--- src/rtl/dbe_pkg.sv ---
package dbe_pkg;
  // Strobes sent from the control to the datapath each cycle
  typedef struct packed {
    logic stepEn;  // apply a step on this edge
    logic stepUp;  // 1: shift up (fill one), 0: shift down (fill zero)
  } stepCmd_t;
endpackage

--- src/rtl/dbe_ctrl.sv ---
module dbe_ctrl
  import dbe_pkg::*;
#(
  parameter int LVL_W = 4
) (
  input  logic             enable,
  input  logic             selfEncode,
  input  logic             dirIn,
  input  logic [LVL_W-1:0] target,
  input  logic [LVL_W-1:0] level,
  output stepCmd_t         cmd,
  output logic             bitOut
);
  logic encBit;

  // Encoder: step up only while the target lies strictly above the level
  always_comb encBit = (target > level);

  always_comb begin
    bitOut     = selfEncode ? encBit : dirIn;
    cmd.stepEn = enable;
    cmd.stepUp = bitOut;
  end
endmodule

--- src/rtl/dbe_datapath.sv ---
module dbe_datapath
  import dbe_pkg::*;
#(
  parameter int N     = 8,
  parameter int LVL_W = 4
) (
  input  logic             clk,
  input  logic             rst,
  input  stepCmd_t         cmd,
  output logic [N-1:0]     thermo,
  output logic [LVL_W-1:0] level
);
  localparam logic [LVL_W-1:0] FULL = LVL_W'(N);

  always_ff @(posedge clk) begin
    if (rst) begin
      thermo <= '0;
      level  <= '0;
    end else if (cmd.stepEn) begin
      if (cmd.stepUp) begin
        thermo <= {thermo[N-2:0], 1'b1};
        if (level != FULL) level <= level + 1'b1;
      end else begin
        thermo <= {1'b0, thermo[N-1:1]};
        if (level != '0) level <= level - 1'b1;
      end
    end
  end


  thermo_contig_chk: assert property (@(posedge clk) disable iff (rst)
    ((thermo & (thermo + 1'b1)) == '0) && (int'(level) == $countones(thermo)));


  freeze_chk: assert property (@(posedge clk) disable iff (rst)
    !cmd.stepEn |=> ($stable(thermo) && $stable(level)));


  sat_high_chk: assert property (@(posedge clk) disable iff (rst)
    (cmd.stepEn && cmd.stepUp && level == FULL) |=> ($stable(thermo) && $stable(level)));


  sat_low_chk: assert property (@(posedge clk) disable iff (rst)
    (cmd.stepEn && !cmd.stepUp && level == '0) |=> ($stable(thermo) && $stable(level)));


  step_up_chk: assert property (@(posedge clk) disable iff (rst)
    (cmd.stepEn && cmd.stepUp && level != FULL) |=> (level == $past(level) + 1'b1));


  step_dn_chk: assert property (@(posedge clk) disable iff (rst)
    (cmd.stepEn && !cmd.stepUp && level != '0) |=> (level == $past(level) - 1'b1));
endmodule

--- src/rtl/delta_block_enc.sv ---
module delta_block_enc
  import dbe_pkg::*;
#(
  parameter int N = 8,
  localparam int LVL_W = $clog2(N + 1)
) (
  input  logic             clk,
  input  logic             rst,
  input  logic             enable,
  input  logic             selfEncode,
  input  logic             dirIn,
  input  logic [LVL_W-1:0] target,
  output logic [N-1:0]     thermo,
  output logic [LVL_W-1:0] level,
  output logic             bitOut
);
  stepCmd_t cmd;

  dbe_ctrl #(.LVL_W(LVL_W)) u_ctrl (
    .enable(enable), .selfEncode(selfEncode), .dirIn(dirIn),
    .target(target), .level(level), .cmd(cmd), .bitOut(bitOut)
  );

  dbe_datapath #(.N(N), .LVL_W(LVL_W)) u_dp (
    .clk(clk), .rst(rst), .cmd(cmd), .thermo(thermo), .level(level)
  );


  ext_mode_chk: assert property (@(posedge clk) disable iff (rst)
    (enable && !selfEncode && dirIn && level != LVL_W'(N)) |=> (level != $past(level) - 1'b1) && (level != $past(level)));
endmodule

--- config.mk ---
export PLATFORM = sky130hd
export DESIGN_NAME = delta_block_enc
export DESIGN_NICKNAME = d
export VERILOG_FILES = /design/src/rtl/dbe_pkg.sv /design/src/rtl/dbe_ctrl.sv /design/src/rtl/dbe_datapath.sv /design/src/rtl/delta_block_enc.sv
export SDC_FILE = /design/constraint.sdc
export NUM_CORES = 1
export LEC_CHECK = 0
export ABC_AREA = 1
export BUFFER_PORTS_ARGS = -buffer_cell sky130_fd_sc_hd__buf_2
export CELL_PAD_IN_SITES_DETAIL_PLACEMENT = 0
export CELL_PAD_IN_SITES_GLOBAL_PLACEMENT = 1
export CORE_ASPECT_RATIO = 0.7
export CORE_MARGIN = 3
export CORE_UTILIZATION = 32
export DETAILED_ROUTE_END_ITERATION = 10
export PLACE_DENSITY_LB_ADDON = 0.25
export SLEW_MARGIN = 20
export SYNTH_ARGS = -nofsm -noshare
export SYNTH_HDL_FRONTEND = slang
export SYNTH_SLANG_ARGS = --single-unit
--- constraint.sdc ---
create_clock -name clk -period 7.7 [get_ports clk]
set_clock_uncertainty 0.15 [all_clocks]
set_input_delay 2.31 -clock clk [delete_from_list [all_inputs] [get_ports clk]]
set_output_delay 2.31 -clock clk [all_outputs]
set_load 0.1 [all_outputs]
# Word level (Yosys, flattened, before mapping)
# Index checks and enable logic that the tools add are counted.
[totals] register_bits=12 inputBits=9 word_cells=15
[classes] add_sub_neg=2 n_lt_le_gt_ge=1 n_eq_ne=2 muxes=5 n_reduce_logical=3
[ops] cell="4-bit 2-to-1 mux" n=3
[ops] cell="8-bit 2-to-1 mux" n=1
[ops] cell="4-bit by 1-bit adder with 4-bit output, second input constant" n=1
[ops] cell="4-bit greater-than comparator" n=1
[ops] cell="4-bit != test, second input constant" n=1
[ops] cell="4-bit nonzero test" n=1
[ops] cell="4-bit by 1-bit subtractor with 4-bit output, second input constant" n=1
[ops] cell="3-bit AND reduction" n=1
[ops] cell="2-bit by 1-bit != test with 1-bit output, second input constant" n=1
[ops] cell="2-bit nonzero test" n=1
[ops] cell="1-bit 2-to-1 mux" n=1

# Logic depth before layout (Yosys ltp)
[depth] word_depth=4 ltp_mapped=17 depth_no_buf=17

# Hierarchy
# A second synthesis with hierarchy kept.
[hier_totals] cells_unflattened=119 area_unflattened_um2=829.5
[by_module_without_submodules] mod="dbe_datapath" instances=1 cells_per_inst=93 area_per_inst_um2=688.2
[by_module_without_submodules] mod="dbe_ctrl" instances=1 cells_per_inst=26 area_per_inst_um2=141.4

# Least setup slack after synthesis
# Ideal clock, no wire load.
[synth_path] path_type="input to output" start="in target[3]" end="out bitOut" arrival_time_ns=3.288 required_ns=5.240 setup_slack_ns=1.952 path_stages=7 path_buffers=1 cell_sequence="ha_1 nand2_2 nor2_2 nor2_2 nand2_4 nand2_4 buf_8"
[synth_between] elab_chain_cells=2
[synth_lines] element="start: declaration" line="delta_block_enc.sv:12" text="input logic [LVL_W-1:0] target,"
[synth_lines] element="4-bit greater-than comparator" line="dbe_ctrl.sv:17" text="always_comb encBit = (target > level);"
[synth_lines] element="1-bit 2-to-1 mux" line="dbe_ctrl.sv:20" text="bitOut = selfEncode ? encBit : dirIn;"
[synth_lines] element="end: declaration" line="delta_block_enc.sv:15" text="output logic bitOut"
# No other way between the ends.

# Worst setup path after layout
# Same ends and word-level chain as after synthesis.

==> flow_summary.yaml <==
status:
  outcome: "completed"
clocking:
  post_cts_resized: 0
  cts_tree: "done"
  clk_latency_ns: 0.24
  cts.sinks: 12
  cts-hold-fix-buffers: 0
  path_clk_slew_ns: 0.05
  clockBufferDepth: 2
  cts_root_buf: "clkbuf_8"
  postCtsSetupRepairBufs: 0
  htreeDepth: 1
  cts_made_buffers: 3
timing:
  final-hold-violation-count: 0
  finalSetupViolCount: 0
  tightest_slew_ns: 0.484
  slew_headroom_pct: 67.9
  fin_crit_ns: 6.21
  fin_setup_tns_ns: 0
  period_share_pct: 80.7
  hold_ws_ns: 0.365
  fmax_ghz: 0.161
  slew_viol_final: 0
  rsz0062_at_grt: "no"
flow_run:
  cap_violations: 0
die:
  ios: 22
  fp.dieH_um: 49.3
  num_rows: 15
  chipWidth_um: 67.8
  start_util_pct: 34.3
  coreArea_sq_um: 2500
  dieArea_sq_um: 3340
finish:
  drive_above_1_share_pct: 33.6
  fillers: 262
  area_growth_pct: 19.4
  finalNetCount: 158
  diodes: 0
logic_synthesis:
  synth_edf_count: 0
  synth.cell_area_sq_um: 856
  avgSynthCellArea_sq_um: 7.25
  syn_nets: 134
  synth_area_leader_cell: "dfxtp_1"
  async_reset_ff_share_pct: 0
  synthesis.instances: 118
  ys_seq_area_share_pct: 28.1
  ys_top_cells_by_count: "nand2_1, inv_1, dfxtp_1, a21oi_1, nor2_1"
  yosys.area.top_type_share_pct: 28.1
  synth.ff_latch_count: 12
  ys.flop_type: "dfxtp_1"
  synthDistinctLibCells: 27
  ys_warn_count: 0
  netlist_top_cells_area: "dfxtp_1, nand2_1, ha_1"
  yosysMostFrequentCell: "nand2_1"
global_route:
  grt_pass1_vias: 690
  grt_pass1_wl_mm: 3.17
  grt_remaining_overflow: 0
  groute.usage.overall_pct: 12.6
  antenna_found_initial: 0
  grt_max_degree: 16
routing:
  final_antenna_net_count: 0
  routed_wl_mm: 1.83
  drt-pass1-iter-count: 4
  avgRoutedWirePerCell_um: 10.5
  num_vias: 771
  drt_iter0_markers: 6
  drcViolationCount: 0
  viasPerCell: 4.43
setup_path:
  critical_path_class: "in2out"
  critPathArrivalTime_ns: 3.75
  crit_required_ns: 5.24
  worst_setup_path_start_kind: "input port"
  crit_path_max_fanout: 15
  cp-end-kind: "primary output"
  ff2ff_setup_slack_ns: 4.99
place:
  finalWeightedCongestion: 0.714
  io_buffers: 21
  hpwl_mm: 1.51
pwr:
  leakagePower_nw: 0.539
  power_per_cell_area_nw_per_um2: 336
  vdd_drop_max_v: 0.000162
hold_path:
  hold_path.class: "reg2reg"
-- worst paths after layout --
kind	endpoint	start	depth (start not counted)
worst min-delay path	u_dp.thermo[7]	u_dp.thermo[6]	2
worst max register to register	u_dp.level[3]	u_dp.level[3]	14
worst max-delay path	bitOut	target[3]	8
worst min register to register	u_dp.thermo[7]	u_dp.thermo[6]	2
-- report_power, final --
group | switching (mW) | total, mW | internal [mW]
Sequential | 0.0110 | 0.0830 | 0.0720
Combinational | 0.152 | 0.203 | 0.0507
Clock | 0.0228 | 0.0573 | 0.0345
Total | 0.186 | 0.343 | 0.157
-- worst max-delay path, stage by stage --
cell	delay [ns]
buf_2	0.10
ha_1	0.31
nand2_2	0.09
nor2_2	0.04
nor2_2	0.16
nand2_4	0.09
nand2_4	0.18
buf_2	0.47
-- per-stage QoR --
stage               instances  utilization (%)  power [mW]  area, sq um  setup WS [ns]
global route              174             41.0       0.370         1020           1.43
CTS                       174             41.0       0.347         1020           1.48
detailed placement        171             39.3       0.289          981           1.48
floorplan                 118                -       0.260          856           1.95
global placement          171             39.3       0.286          981           1.51
finish                    174             41.0       0.343         1020           1.49
-- cell usage in the layout (no fill, tap or decap), types with 5 or more instances in the layout --
master	n
a21oi_1	7
buf_2	21
dfxtp_1	12
ha_1	6
inv_1	16
inv_2	6
nand2_1	25
nand2_2	5
nand3_1	5
nor2_1	7
-- state kept, by name, summed over array words and instances (netlist names) --
name         cells
u_dp.thermo      8
u_dp.level       4
-- area by class of cell --
cell class	count	area (sq um)	area share, %
clock buffer	3	41.3	4.04
multi-input combinational	81	507	49.6
timing repair buffer	21	105	10.3
tap	34	42.5	4.16
sequential	12	240	23.5
inverter	23	86.3	8.45
-- cells by family after synthesis --
logic type | Yosys count | share of synthesized area (%)
compound gates | 22 | 17.3
xor+xnor | 1 | 1.02
fa+ha+maj | 7 | 11.1
buf+inv | 25 | 12.7
flops | 12 | 28.1
simple gates | 51 | 29.8
-- per-layer routing --
metal  GRT usage (%)  vias up  share of wire, %
met5               0        -                 0
met4            2.97        0                 0
met3            4.84        0               4.0
met2            17.4       11                44
met1            18.1      342                52
li1                -      418                 -
(Power assumes the default switching activity.)
